--- config.mk ---
export PLATFORM = sky130hd
export DESIGN_NAME = mcyc_timer
export DESIGN_NICKNAME = d
export VERILOG_FILES = /design/src/rtl/mcyc_pkg.sv /design/src/rtl/mcyc_divider.sv /design/src/rtl/mcyc_pin_sampler.sv /design/src/rtl/mcyc_count_core.sv /design/src/rtl/mcyc_timer.sv
export SDC_FILE = /design/constraint.sdc
export NUM_CORES = 1
export LEC_CHECK = 0
export ABC_AREA = 1
export BUFFER_PORTS_ARGS = -buffer_cell sky130_fd_sc_hd__buf_2
export CAP_MARGIN = 20
export CORE_ASPECT_RATIO = 0.7
export CORE_MARGIN = 5
export CORE_UTILIZATION = 57
export DETAILED_ROUTE_END_ITERATION = 10
export PLACE_DENSITY_LB_ADDON = 0.05
export SETUP_SLACK_MARGIN = 0.2
export SLEW_MARGIN = 20
export SYNTH_ARGS = -nofsm -noshare
export SYNTH_HDL_FRONTEND = slang
export SYNTH_SLANG_ARGS = --single-unit
--- constraint.sdc ---
create_clock -name clk -period 1.7 [get_ports clk]
set_clock_uncertainty 0.05 [all_clocks]
set_input_delay 0.34 -clock clk [delete_from_list [all_inputs] [get_ports clk]]
set_output_delay 0.34 -clock clk [all_outputs]
set_load 0.03 [all_outputs]
--- src/rtl/mcyc_pkg.sv ---
`timescale 1ns/1ps
package mcyc_pkg;

  typedef enum logic [1:0] {
    MODE_13     = 2'd0,
    MODE_16     = 2'd1,
    MODE_RELOAD = 2'd2,
    MODE_HOLD   = 2'd3
  } cnt_mode_e;

  typedef struct packed {
    logic      run;
    logic      gate_en;
    logic      ext_cnt;
    cnt_mode_e mode;
  } ctrl_t;

  localparam int CTRL_W      = $bits(ctrl_t);
  localparam int CLR_BIT     = 7;
  localparam int ADDR_LO     = 0;
  localparam int ADDR_HI     = 1;
  localparam int ADDR_CTRL   = 2;

endpackage

--- src/rtl/mcyc_divider.sv ---
`timescale 1ns/1ps
module mcyc_divider #(
  parameter int DIV = 12
) (
  input  logic clk,
  input  logic rst,
  output logic tick
);
  localparam int PH_W = (DIV > 1) ? $clog2(DIV) : 1;
  localparam logic [PH_W-1:0] LAST = PH_W'(DIV - 1);

  logic [PH_W-1:0] phase;

  assign tick = (phase == LAST);

  always_ff @(posedge clk) begin
    if (rst) phase <= '0;
    else if (tick) phase <= '0;
    else phase <= phase + 1'b1;
  end

  // the strobe never appears on two adjacent clocks
  p_tick_spacing_r2: assert property (@(posedge clk) disable iff (rst)
    tick |=> !tick);

  // phase stays inside the divide range
  p_phase_range_r2: assert property (@(posedge clk) disable iff (rst)
    phase <= LAST);

endmodule

--- src/rtl/mcyc_pin_sampler.sv ---
`timescale 1ns/1ps
module mcyc_pin_sampler #(
  parameter int SYNC_STAGES = 2
) (
  input  logic clk,
  input  logic rst,
  input  logic tick,
  input  logic cnt_pin,
  input  logic gate_pin,
  output logic edge_seen,
  output logic gate_s
);
  logic cnt_s;
  logic smp_q;
  logic edge_q;
  logic edge_last;

  generate
    if (SYNC_STAGES <= 1) begin : g_sync1
      logic cnt_r, gate_r;
      always_ff @(posedge clk) begin
        if (rst) begin
          cnt_r  <= 1'b0;
          gate_r <= 1'b0;
        end else begin
          cnt_r  <= cnt_pin;
          gate_r <= gate_pin;
        end
      end
      assign cnt_s  = cnt_r;
      assign gate_s = gate_r;
    end else begin : g_syncn
      logic [SYNC_STAGES-1:0] cnt_r, gate_r;
      always_ff @(posedge clk) begin
        if (rst) begin
          cnt_r  <= '0;
          gate_r <= '0;
        end else begin
          cnt_r  <= {cnt_r[SYNC_STAGES-2:0], cnt_pin};
          gate_r <= {gate_r[SYNC_STAGES-2:0], gate_pin};
        end
      end
      assign cnt_s  = cnt_r[SYNC_STAGES-1];
      assign gate_s = gate_r[SYNC_STAGES-1];
    end
  endgenerate

  always_ff @(posedge clk) begin
    if (rst) begin
      smp_q     <= 1'b0;
      edge_q    <= 1'b0;
      edge_last <= 1'b0;
    end else if (tick) begin
      edge_q    <= smp_q & ~cnt_s;
      smp_q     <= cnt_s;
      edge_last <= edge_q;
    end
  end

  assign edge_seen = edge_q;

  // the edge register only moves on a strobe edge
  p_edge_on_tick_r3: assert property (@(posedge clk) disable iff (rst)
    !tick |=> $stable(edge_q));

  // no two successive machine cycles both carry an edge
  p_edge_rate_r4: assert property (@(posedge clk) disable iff (rst)
    (tick && edge_last) |-> !edge_q);

endmodule

--- src/rtl/mcyc_count_core.sv ---
`timescale 1ns/1ps
module mcyc_count_core
  import mcyc_pkg::*;
#(
  parameter int BYTE_W = 8,
  parameter int PRE_W  = 5
) (
  input  logic              clk,
  input  logic              rst,
  input  logic              tick,
  input  logic              count_en,
  input  cnt_mode_e         mode,
  input  logic              wr_lo,
  input  logic              wr_hi,
  input  logic [BYTE_W-1:0] wr_data,
  output logic [BYTE_W-1:0] lo,
  output logic [BYTE_W-1:0] hi,
  output logic              ovf_pulse
);
  localparam int W13 = BYTE_W + PRE_W;
  localparam int W16 = 2 * BYTE_W;
  localparam logic [W13:0] ONE13 = (W13+1)'(1);
  localparam logic [W16:0] ONE16 = (W16+1)'(1);
  localparam logic [BYTE_W-1:0] ONE8 = BYTE_W'(1);

  logic [BYTE_W-1:0] lo_n, hi_n;
  logic [W13:0]      sum13;
  logic [W16:0]      sum16;
  logic              advance;

  assign advance = tick && count_en && !wr_lo && !wr_hi;

  always_comb begin
    lo_n      = lo;
    hi_n      = hi;
    ovf_pulse = 1'b0;
    sum13     = {1'b0, hi, lo[PRE_W-1:0]} + ONE13;
    sum16     = {1'b0, hi, lo} + ONE16;
    if (advance) begin
      unique case (mode)
        MODE_13: begin
          hi_n              = sum13[W13-1:PRE_W];
          lo_n[PRE_W-1:0]   = sum13[PRE_W-1:0];
          ovf_pulse         = sum13[W13];
        end
        MODE_16: begin
          hi_n      = sum16[W16-1:BYTE_W];
          lo_n      = sum16[BYTE_W-1:0];
          ovf_pulse = sum16[W16];
        end
        MODE_RELOAD: begin
          if (&lo) begin
            lo_n      = hi;
            ovf_pulse = 1'b1;
          end else begin
            lo_n = lo + ONE8;
          end
        end
        default: ;
      endcase
    end
    if (wr_lo) lo_n = wr_data;
    if (wr_hi) hi_n = wr_data;
  end

  always_ff @(posedge clk) begin
    if (rst) begin
      lo <= '0;
      hi <= '0;
    end else begin
      lo <= lo_n;
      hi <= hi_n;
    end
  end

  // without a strobe or a write the count does not move
  p_count_on_tick_r2: assert property (@(posedge clk) disable iff (rst)
    (!tick && !wr_lo && !wr_hi) |=> $stable({hi, lo}));

  // counting in the 13-bit mode leaves the upper low-byte bits alone
  p_upper_kept_r6: assert property (@(posedge clk) disable iff (rst)
    (mode == MODE_13 && !wr_lo) |=> $stable(lo[BYTE_W-1:PRE_W]));

  // reload copies the high byte into the low byte
  p_reload_r8: assert property (@(posedge clk) disable iff (rst)
    (tick && count_en && mode == MODE_RELOAD && (&lo) && !wr_lo && !wr_hi)
      |=> (lo == $past(hi)) && $stable(hi));

  // the hold mode freezes the count
  p_hold_mode_r9: assert property (@(posedge clk) disable iff (rst)
    (mode == MODE_HOLD && !wr_lo && !wr_hi) |=> $stable({hi, lo}));

  // a byte write lands even on a strobe edge
  p_write_wins_r11: assert property (@(posedge clk) disable iff (rst)
    wr_lo |=> (lo == $past(wr_data)));

endmodule

--- src/rtl/mcyc_timer.sv ---
`timescale 1ns/1ps
module mcyc_timer
  import mcyc_pkg::*;
#(
  parameter int DIV         = 12,
  parameter int BYTE_W      = 8,
  parameter int PRE_W       = 5,
  parameter int SYNC_STAGES = 2,
  parameter int ADDR_W      = 2
) (
  input  logic              clk,
  input  logic              rst,
  input  logic              wr_en,
  input  logic [ADDR_W-1:0] wr_addr,
  input  logic [BYTE_W-1:0] wr_data,
  input  logic [ADDR_W-1:0] rd_addr,
  output logic [BYTE_W-1:0] rd_data,
  input  logic              cnt_pin,
  input  logic              gate_pin,
  output logic              ovf_flag
);
  logic              tick;
  logic              edge_seen;
  logic              gate_s;
  logic              count_en;
  logic              ovf_pulse;
  logic              wr_lo, wr_hi, wr_ct, clr;
  logic [BYTE_W-1:0] lo, hi;
  logic [BYTE_W-1:0] ctrl_rd;
  logic [BYTE_W-1:0] rd_mux;
  ctrl_t             ctrl;

  assign wr_lo = wr_en && (wr_addr == ADDR_W'(ADDR_LO));
  assign wr_hi = wr_en && (wr_addr == ADDR_W'(ADDR_HI));
  assign wr_ct = wr_en && (wr_addr == ADDR_W'(ADDR_CTRL));
  assign clr   = wr_ct && wr_data[CLR_BIT];

  mcyc_divider #(.DIV(DIV)) u_div (
    .clk (clk),
    .rst (rst),
    .tick(tick)
  );

  mcyc_pin_sampler #(.SYNC_STAGES(SYNC_STAGES)) u_smp (
    .clk      (clk),
    .rst      (rst),
    .tick     (tick),
    .cnt_pin  (cnt_pin),
    .gate_pin (gate_pin),
    .edge_seen(edge_seen),
    .gate_s   (gate_s)
  );

  assign count_en = ctrl.run && (!ctrl.gate_en || gate_s)
                    && (ctrl.ext_cnt ? edge_seen : 1'b1);

  mcyc_count_core #(.BYTE_W(BYTE_W), .PRE_W(PRE_W)) u_core (
    .clk      (clk),
    .rst      (rst),
    .tick     (tick),
    .count_en (count_en),
    .mode     (ctrl.mode),
    .wr_lo    (wr_lo),
    .wr_hi    (wr_hi),
    .wr_data  (wr_data),
    .lo       (lo),
    .hi       (hi),
    .ovf_pulse(ovf_pulse)
  );

  always_ff @(posedge clk) begin
    if (rst) begin
      ctrl     <= '0;
      ovf_flag <= 1'b0;
    end else begin
      if (wr_ct) ctrl <= ctrl_t'(wr_data[CTRL_W-1:0]);
      ovf_flag <= (ovf_flag && !clr) || ovf_pulse;
    end
  end

  always_comb begin
    ctrl_rd              = '0;
    ctrl_rd[CTRL_W-1:0]  = ctrl;
    ctrl_rd[BYTE_W-1]    = ovf_flag;
    unique case (rd_addr)
      ADDR_W'(ADDR_LO):   rd_mux = lo;
      ADDR_W'(ADDR_HI):   rd_mux = hi;
      ADDR_W'(ADDR_CTRL): rd_mux = ctrl_rd;
      default:            rd_mux = '0;
    endcase
  end

  always_ff @(posedge clk) begin
    if (rst) rd_data <= '0;
    else     rd_data <= rd_mux;
  end

  // reset clears the visible state
  p_reset_clear_r1: assert property (@(posedge clk)
    rst |=> (ovf_flag == 1'b0 && rd_data == '0 && ctrl == '0));

  // a stopped unit holds its count
  p_stopped_hold_r5: assert property (@(posedge clk) disable iff (rst)
    (!ctrl.run && !wr_lo && !wr_hi) |=> $stable({hi, lo}));

  // a closed gate holds the count
  p_gate_closed_r5: assert property (@(posedge clk) disable iff (rst)
    (ctrl.gate_en && !gate_s && !wr_lo && !wr_hi) |=> $stable({hi, lo}));

  // a rollover raises the flag on the next clock
  p_overflow_sets_r10: assert property (@(posedge clk) disable iff (rst)
    ovf_pulse |=> ovf_flag);

  // the flag is sticky until cleared
  p_flag_sticky_r10: assert property (@(posedge clk) disable iff (rst)
    (ovf_flag && !clr) |=> ovf_flag);

endmodule

== Yosys cells after proc, flatten, opt, wreduce, memory -nomap -nowiden ==
Cells that the tools add are included.

* Add/subtract/negate cells: 4
* Multipliers: 0
* Divide/modulo/power cells: 0
* Magnitude comparators: 0
* Equality and inequality tests: 7
* Shifts and indexed selects: 0
* Mux-type cells: 13
* Bitwise logic cells: 2
* Reductions and logical operators: 29

{| class="wikitable"
|+ Operators by type and width
! kind !! count
|-
| $mux 8 || 5
|-
| $pmux 8 s3 || 1
|-
| $add 16x1->17 const B || 1
|-
| $pmux 8 s2 || 1
|-
| $pmux 5 s3 || 1
|-
| $add 13x1->14 const B || 1
|-
| $logic_and 1x1->1 || 10
|-
| $add 8x1->8 const B || 1
|-
| $reduce_and 8->1 || 1
|-
| $eq 2x1->1 const B || 3
|-
| $eq 2x2->1 const B || 3
|-
| $logic_not 2->1 || 3
|-
| $pmux 3 s2 || 1
|-
| $reduce_and 2->1 || 3
|-
| $reduce_bool 3->1 || 2
|-
| $add 4x1->4 const B || 1
|-
| $eq 4x4->1 const B || 1
|-
| $logic_not 1->1 || 4
|-
| $reduce_bool 2->1 || 2
|-
| $reduce_bool 4->1 || 1
|-
| $mux 1 || 3
|-
| $pmux 1 s3 || 1
|-
| $logic_or 1x1->1 || 2
|-
| $reduce_or 2->1 || 1
|-
| other kinds (2) || 2
|}

* Flip-flop bits (word level): 40
* Bits in latches: 0
* Bits in writable memories: 0
* ROM bits: 0
* Output and inout port bits: 9
* Word-level logic and storage cells: 69
* Memories kept: 0

== Longest topological paths before layout ==
Gate-level depths: netlist (run 1).

* Depth in word-level cells: 9
* Gate-level depth with buffers: 11

== Modules after synthesis ==
Synthesis (run 1) repeated with hierarchy kept, for this count alone.

* Cell total of the unflattened synthesis: 372
* Area, all modules: 2481.1 µm²

{| class="wikitable"
|+ Modules (own cells, without submodules)
! module !! times used !! cells an instance !! area each (µm²) !! seq. area each (µm²)
|-
| mcyc_count_core || 1 || 236 || 1481.4 || 320.3
|-
| mcyc_timer || 1 || 93 || 643.1 || 280.3
|-
| mcyc_pin_sampler || 1 || 22 || 187.7 || 120.1
|-
| mcyc_divider || 1 || 21 || 168.9 || 80.1
|}

== Worst setup path before layout (run 1) ==
No wires, ideal clock.

* Path kind: register -> register
* Start: reg ctrl[1] (netlist name)
* End: reg u_core.hi[4]
* Library setup time: 0.122 ns
* Arrival time: 1.351 ns
* Data required time: 1.528 ns
* Slack: 0.177 ns
* Stages on the path, launching flop included: 9
* Buffers on the path: 0
* Period minus slack after synthesis: 1.523 ns
* Path through: dfxtp_1 > inv_1 > ha_1 > nor2_1 > nand3b_2 > inv_1 > nand3_1 > nand2_1 > a21oi_2

* Word-level cells in the longest chain between the ends: 4
* Elaborated cells on any way between the ends: 7
* Classes of those cells: eq/ne (1); mux (3); reduce/logical (3)

{| class="wikitable"
|+ RTL lines
! item !! line !! text
|-
| from (decl) || mcyc_timer.sv:31 || <nowiki>ctrl_t ctrl;</nowiki>
|-
| from (signal assigned) || mcyc_timer.sv:76 || <nowiki>if (wr_ct) ctrl <= ctrl_t'(wr_data[CTRL_W-1:0]);</nowiki>
|-
| $eq 2x1->1 or $logic_not 2->1 (tied branches) || mcyc_count_core.sv:40 || <nowiki>unique case (mode)</nowiki>
|-
| $pmux 8 s2 || mcyc_count_core.sv:40 ||
|-
| $mux 8 || mcyc_count_core.sv:39 || <nowiki>if (advance) begin</nowiki>
|-
| $mux 8 || mcyc_count_core.sv:63 || <nowiki>if (wr_hi) hi_n = wr_data;</nowiki>
|-
| to (signal assigned) || mcyc_count_core.sv:72 || <nowiki>hi <= hi_n;</nowiki>
|-
| to (decl) || mcyc_count_core.sv:17 || <nowiki>output logic [BYTE_W-1:0] hi,</nowiki>
|}

Parallel ways exist; a longest one is shown, timed or not. The select of a mux whose other input is x is not followed.
A chain may end at the register's enable or synchronous reset.

== Worst setup path in the final report (run 1) ==
* Start: reg u_div.phase[0]
* End: reg u_core.lo[4]

* Word-level cells in the longest chain between the ends: 6

{| class="wikitable"
|+ RTL lines
! item !! line !! text
|-
| from (decl) || mcyc_divider.sv:12 || <nowiki>logic [PH_W-1:0] phase;</nowiki>
|-
| from (signal assigned) || mcyc_divider.sv:19 || <nowiki>else phase <= phase + 1'b1;</nowiki>
|-
| $eq 4x4->1 || mcyc_divider.sv:14 || <nowiki>assign tick = (phase == LAST);</nowiki>
|-
| $logic_and 1x1->1 (3 in series) || mcyc_count_core.sv:31 || <nowiki>assign advance = tick && count_en && !wr_lo && !wr_hi;</nowiki>
|-
| $reduce_bool 2->1 (no line) || - ||
|-
| $reduce_and 2->1 (no line) || - ||
|-
| to (signal assigned) || mcyc_count_core.sv:71 || <nowiki>lo <= lo_n;</nowiki>
|-
| to (decl) || mcyc_count_core.sv:16 || <nowiki>output logic [BYTE_W-1:0] lo,</nowiki>
|}

No other way between the ends.

==> results of run 1 <==
[placed cells by master (no fill, tap or decap), drive strengths merged]
master / instances
nor2: 55
o21ai: 21
buf: 55
or2: 1
clkinvlp: 1
a21boi: 1
xnor2: 2
a21oi: 28
bufinv: 1
ha: 6
clkbuf: 5
inv: 51
nand2: 125
dfxtp: 40
o211ai: 1
nand3: 41
o21a: 1
nand3b: 3
nor3: 2
a211oi: 1
nand4: 4
xor2: 2
[cell families (layout without fill, tap and decap cells)]
logic type	count (synthesis)	after routing
AND/OR/NAND/NOR	231	231
buffers and inverters	60	113
AO/OA/AOI/OAI	53	53
flip-flops	40	40
adder cells (fa/ha/maj)	6	6
XOR/XNOR	4	4
[cell usage after synthesis (2+ instances only)]
cell / count
xnor2_1: 2
nand2_2: 5
nand2_4: 2
clkbuf_1: 6
xor2_1: 2
nor2_1: 45
a21oi_1: 25
inv_2: 2
buf_2: 4
inv_1: 47
o21ai_1: 2
nand4_1: 4
nand3b_1: 2
ha_1: 6
nand2_1: 118
nor3_1: 2
nor2_8: 2
o21ai_0: 19
a21oi_2: 2
nor2_2: 7
nand3_1: 37
dfxtp_1: 40
nand3_2: 3
[cell type report]
class                   count  area [um2]
well taps                  55       68.82
clock buffers               5       68.82
fillers                   326        1028
clock inverters             3       46.29
flip-flops and latches     40       827.0
repair buffers             55       366.6
inverters                  50       192.7
multi-input cells         294        1680
[path summary, 6_finish.rpt]
| path | to | slack [ns] | depth (start not counted) | startpoint |
|---|---|---|---|---|
| max | u_core.lo[4]$_SDFFE_PP0P_ | 0.16 | 8 | u_div.phase[0]$_SDFF_PP0_ |
| min | u_smp.g_syncn.gate_r[0]$_SDFF_PP0_ | 0.19 | 3 | gate_pin |
| max reg2reg | u_core.lo[4]$_SDFFE_PP0P_ | 0.16 | 8 | u_div.phase[0]$_SDFF_PP0_ |
| min reg2reg | u_smp.g_syncn.cnt_r[1]$_SDFF_PP0_ | 0.37 | 2 | u_smp.g_syncn.cnt_r[0]$_SDFF_PP0_ |
[power by group through the flow]
| stage | sequential [mW] | clock [mW] | combinational, mW |
|---|---|---|---|
| finish | 1.00 | 0.808 | 0.346 |
| global route | 1.01 | 0.876 | 0.378 |
| CTS | 1.00 | 0.819 | 0.297 |
| detailed placement | 1.02 | 0 | 0.275 |
| global placement | 1.02 | 0 | 0.274 |
| floorplan | 1.02 | 0 | 0.166 |
[metal layers]
layer	GRT usage, %	up-vias
met5	0	-
met1	35.42	1238
li1	-	1352
met2	38.42	188
met4	10.22	0
met3	8.020	36
[flip-flops by register name (all words and copies together), names as in the netlist]
| signal | count |
|---|---|
| u_smp.smp_q | 1 |
| ovf_flag | 1 |
| ctrl | 5 |
| u_smp.g_syncn.gate_r | 2 |
| rd_data | 8 |
| u_core.lo | 8 |
| u_smp.g_syncn.cnt_r | 2 |
| u_core.hi | 8 |
| u_div.phase | 4 |
| u_smp.edge_seen | 1 |
[worst reg2reg max path: stages (launching register included)]
cell and delay (ns):
dfxtp_4 0.37, ha_4 0.15, nand2_4 0.07, nor2_4 0.12
nand3_4 0.10, a21oi_4 0.28, nand2_1 0.10, nor2_1 0.12
nor2_1 0.07
[what timing repair did]
| item | in CTS | in global routing |
|---|---|---|
| pin swaps | 9 | 17 |
| gates resized for setup | 36 | 41 |
| buffers inserted | 4 | 5 |
| setup endpoints to repair | 16 | 17 |
==> metrics, run 1 <==
status complete, no violations; Starting Density between 50% and 60%; sequential fraction of the synthesis area between 30 and 40%; nature of the critical path startpoint register; Post-DP HPWL approximately 5200 um; metal1 wirelength roughly 3200 um; endpoints failing hold 0; largest family of logic cells by synthesized area simple AND/OR/NAND/NOR gates; row cnt 20; Tot GR Track Use a little over a quarter; crit-path cells ha_4 -> nand2_4 -> nor2_4 -> nand3_4 -> a21oi_4 -> nand2_1 -> nor2_1 -> nor2_1; Syn. warnings 0; initial antenna violation count 0; design area about 3300 um2; Setup-failing EPs final 0; pwr dens about 660 nW/um2; Synth Flop Type dfxtp_1; clock sinks 40; Top delay family on crit path simple AND/OR/NAND/NOR gates; hold buffer count at cts 0; P_int approximately 1.5 mW; Leakage between 1.5 and 2 nW; Min Hold Slack ~0.19 ns; CTS clk-pin slew, worst paths 0.08 ns; root buffer cell clkbuf_8; DIE AREA roughly 6000 um2; nets@finish around 470; fin worst setup slack about 0.16 ns; Clock Latency Late Sink 0.30 ns; Setup WS pre-CTS roughly 0.035 ns; fraction of the mapped netlist area in simple logic gates a little over two fifths; largest cells by area after synthesis dfxtp_1, nand2_1, nand3_1; Worst VDD drop 0.5939 mV; Placed Instances slightly below 500; relative slew slack approximately three quarters; mapped cell area 2500 um2; Highest Signal Layer met4; worst-path fanout max 7; vias per inst 5.606; flops & latches, synth 40; DR vias roughly 2800; share of the synthesized area in the top cell type around a third; Slowest-stage cell, CP dfxtp_4; IO Pins 26; dpl cell area around 2800 um2; Fmax achieved 0.6506 GHz; area grow syn2layout 30.03%; Unique masters post-synth 33; Routed met3 length just under 900 um; Critical Path End Type register; Die Wd 89.16 um; CTS tree built; Mapped Cells around 400; Arr. time, crit path about 1.7 ns; Num CTS Buffers 5; MaxCap Viol Count 0; grt total ovfl 0; Final Cycle Share ~90%; Synth Area per Inst 6.345 um2; Clock Tree Buf Depth 2; Adder-Cell Fraction of Synth Area approximately 3.0%; kind of critical path reg -> reg; Comb pwr share 16.1%; Synth Area in XOR/XNOR 1.401%; Psw between 0.6 and 0.7 mW; vias in the first global route 2408; Die H between 60 and 70 um; total routed wirelength slightly below 8000 um; Crit path buffers/inverters 0; HP Class in -> reg; Setup TNS Final 0 ns; CP max stage delay about 0.37 ns; Flop pwr share 46.5%; starting DRC count in detailed routing 430; Remaining DRCs 0; Clock power frac between 30% and 40%; Final min period ~1.5 ns; DR WL/cell 15.31 um; switch share 28.33%; EDFF count, synth 0; Final Util between 70% and 80%; Tightest Pin Transition approximately 0.39 ns; mux cell area share after synthesis 0%; Detail Route met2 WL about 3300 um; RSZ-0062 raised after global routing true; first-pass GRT wire length 11560 um; first-pass iteration count of the detailed router 5; ys async rst share 0%; PortBufs 25; worst path required time around 1.8 ns; n_diodes 0; H-tree Lvls 2; post-synth top area cell dfxtp_1; total power roughly 2.2 mW; layout cell share with drive strength beyond 1 around 31%; Critical Path Most Common Cell nor2_1; post-route non-filler standard cell count 502; largest net degree at the start of global routing 18; Compound-Gate Fraction of Synth Area 11.91%; core area about 4300 um2; Net Count, Synth roughly 420; final slew viol count 0; Antenna Nets Post-Route 0; GP Congestion 0.9488
Note: power is estimated with default switching activity, not from simulation.
==> run 2, diff against run 1 <==
SETUP_SLACK_MARGIN = unset   (was 0.2)
==> metrics, run 2 (synthesized netlist as in run 1, its figures left out) <==
Regs by FF count rd_data: 8 flops, u_core.hi: 8 flops, u_core.lo: 8 flops (unchanged); first-pass iteration count of the detailed router 6 (was 5); endpoints failing hold 0 (unchanged); largest net degree at the start of global routing 18 (unchanged); Placed Instances 485 (unchanged); Starting Density 58.42% (unchanged); Setup WS pre-CTS -0.04707 ns (was 0.03490 ns); Worst VDD drop 0.5258 mV (was 0.5939 mV); final slew viol count 0 (unchanged); Tightest Pin Transition 0.3967 ns (was 0.3926 ns); relative slew slack 73.46% (was 73.76%); CTS clk-pin slew, worst paths 0.08 ns (about the same); core area 4279 um2 (unchanged); FF-to-FF Start ctrl[1]$_SDFFE_PP0P_ (was u_div.phase[0]$_SDFF_PP0_); Setup TNS Final 0 ns (unchanged); CP max stage delay 0.34 ns (was 0.37 ns); n_diodes 0 (unchanged); layout cell share with drive strength beyond 1 22.32% (was 30.65%); Clock Latency Late Sink 0.29 ns (was 0.30 ns); status complete, no violations (unchanged); Setup-failing EPs final 0 (unchanged); HP Class in -> reg (unchanged); RR Endpoint u_core.lo[4]$_SDFFE_PP0P_ (unchanged); met2 Use GR 37.32% (was 38.42%); vias per inst 5.296 (was 5.606); R2R cell count 10 (was 8); initial antenna violation count 0 (unchanged); clock sinks 40 (unchanged); Post-DP HPWL 5270 um (was 5211 um); most common cell after layout, fill and taps aside nand2_1 (unchanged); met1 usage 35.53% (was 35.42%); total power 1.933 mW (was 2.157 mW); Arr. time, crit path 1.76 ns (was 1.68 ns); Clock Tree Buf Depth 2 (unchanged); Hold EP u_smp.g_syncn.gate_r[0]$_SDFF_PP0_ (unchanged); most frequent cells in the layout nand2_1, inv_1, nor2_1 (was nand2_1, nor2_1, inv_1); vias in the first global route 2335 (was 2408); H-tree Lvls 2 (unchanged); Final Util 69.71% (was 75.96%); root buffer cell clkbuf_8 (unchanged); post-route non-filler standard cell count 494 (was 502); Hold Crit Depth 3 (unchanged); DR WL/cell 13.98 um (was 15.31 um); Antenna Nets Post-Route 0 (unchanged); Final Cycle Share 95.62% (was 90.42%); MaxCap Viol Count 0 (unchanged); Critical Path End Type register (unchanged); fin worst setup slack 0.07438 ns (was 0.1629 ns); Reg2Reg Setup Slack 0.07 ns (was 0.16 ns); Final min period 1.626 ns (was 1.537 ns); Remaining DRCs 0 (unchanged); crit-path cells inv_1 -> ha_1 -> inv_2 -> nand2_2 -> nor2_4 -> nor2_1 -> o21ai_0 -> a21oi_1 -> nor2_1 -> nor2_1 (was ha_4 -> nand2_4 -> nor2_4 -> nand3_4 -> a21oi_4 -> nand2_1 -> nor2_1 -> nor2_1); Tot GR Track Use 24.96% (was 26.11%); grt total ovfl 0 (unchanged); nets@finish 461 (was 469); PortBufs 25 (unchanged); Die Wd 89.16 um (unchanged); kind of critical path reg -> reg (unchanged); total routed wirelength 6907 um (was 7686 um); Hold Crit Start gate_pin (unchanged); DR vias 2616 (was 2814); busiest layer in global routing met2 (unchanged); row cnt 20 (unchanged); grt met3 use 7.769% (was 8.020%); Num CTS Buffers 5 (unchanged); Critical Path Most Common Cell nor2_1 (unchanged); area grow syn2layout 19.32% (was 30.03%); Die H 65.41 um (unchanged); IO Pins 26 (unchanged); worst path required time 1.83 ns (was 1.84 ns); Fmax achieved 0.6152 GHz (was 0.6506 GHz); worst-path fanout max 5 (was 7); Leakage 1.439 nW (was 1.561 nW); CTS tree built (unchanged); DIE AREA 5832 um2 (unchanged); pwr dens 648.0 nW/um2 (was 663.4 nW/um2); Slowest-stage cell, CP dfxtp_1 (was dfxtp_4); starting DRC count in detailed routing 239 (was 430); nature of the critical path startpoint register (unchanged); GP Congestion 0.9656 (was 0.9488); first-pass GRT wire length 11220 um (was 11560 um); RSZ-0062 raised after global routing true (unchanged); hold buffer count at cts 0 (unchanged)
==> run 2: worst max path at each step <==
stage                               from                        end  slack (ns)  cells past startpoint
3_5_place_dp        ctrl[0]$_SDFFE_PP0P_  u_core.lo[4]$_SDFFE_PP0P_       -0.05                      9
6_report            ctrl[1]$_SDFFE_PP0P_  u_core.lo[4]$_SDFFE_PP0P_        0.07                     10
3_3_place_gp        ctrl[0]$_SDFFE_PP0P_  u_core.lo[4]$_SDFFE_PP0P_       -0.01                      9
2_1_floorplan       ctrl[1]$_SDFFE_PP0P_  u_core.hi[4]$_SDFFE_PP0P_        0.18                      8
5_1_grt        u_core.lo[0]$_SDFFE_PP0P_  u_core.hi[0]$_SDFFE_PP0P_       -0.02                     10
4_1_cts             ctrl[0]$_SDFFE_PP0P_  u_core.lo[4]$_SDFFE_PP0P_        0.03                      9
==> run 2: worst max-delay path: cells and delay by family, from the launching register on <==
| kind | cells | cell delay [ns] |
|---|---|---|
| AO/OA/AOI/OAI | 2 | 0.21 |
| adder cells (fa/ha/maj) | 1 | 0.23 |
| buffers and inverters | 2 | 0.22 |
| flip-flops | 1 | 0.34 |
| AND/OR/NAND/NOR | 5 | 0.47 |
==> run 2: repair_timing <==
| item | in CTS | in global routing |
|---|---|---|
| endpoints found under the hold margin | 0 | 0 |
| pin swaps | 0 | 3 |
| endpoints found under the setup margin | 3 | 13 |
| resized for setup | 2 | 19 |
| buffers inserted | 0 | 1 |
==> run 2: power by group <==
part / switching, mW / total (mW) / internal [mW] / leakage (nW)
registers: 0.0329 / 1.01 / 0.972 / 0.327
clock network: 0.337 / 0.623 / 0.286 / 0.0479
logic: 0.189 / 0.305 / 0.116 / 1.06
total: 0.559 / 1.93 / 1.37 / 1.44
==> run 2: final cells by class <==
| type | instances | area, um2 |
|---|---|---|
| multi-input cells | 294 | 1544 |
| fillers | 378 | 1296 |
| flip-flops and latches | 40 | 804.5 |
| repair buffers | 47 | 290.3 |
| inverters | 50 | 187.7 |
| clock buffers | 5 | 68.82 |
| well taps | 55 | 68.82 |
| clock inverters | 3 | 18.77 |
==> run 2: per-stage QoR <==
stage | hold slack, ns | instance area [um2]
final | 0.1944 | 2983
after global routing | 0.2078 | 2983
after CTS | 0.1909 | 2900
after detailed placement | 0.3442 | 2809
after global placement | 0.3413 | 2809
after floorplan | 0.3383 | 2500
==> run 2: metal layers <==
layer | up-vias | part of all wire (%)
li1 | 1331 | -
met1 | 1151 | 45
met2 | 122 | 43
met3 | 12 | 11
met4 | 0 | 1.1
met5 | - | 0
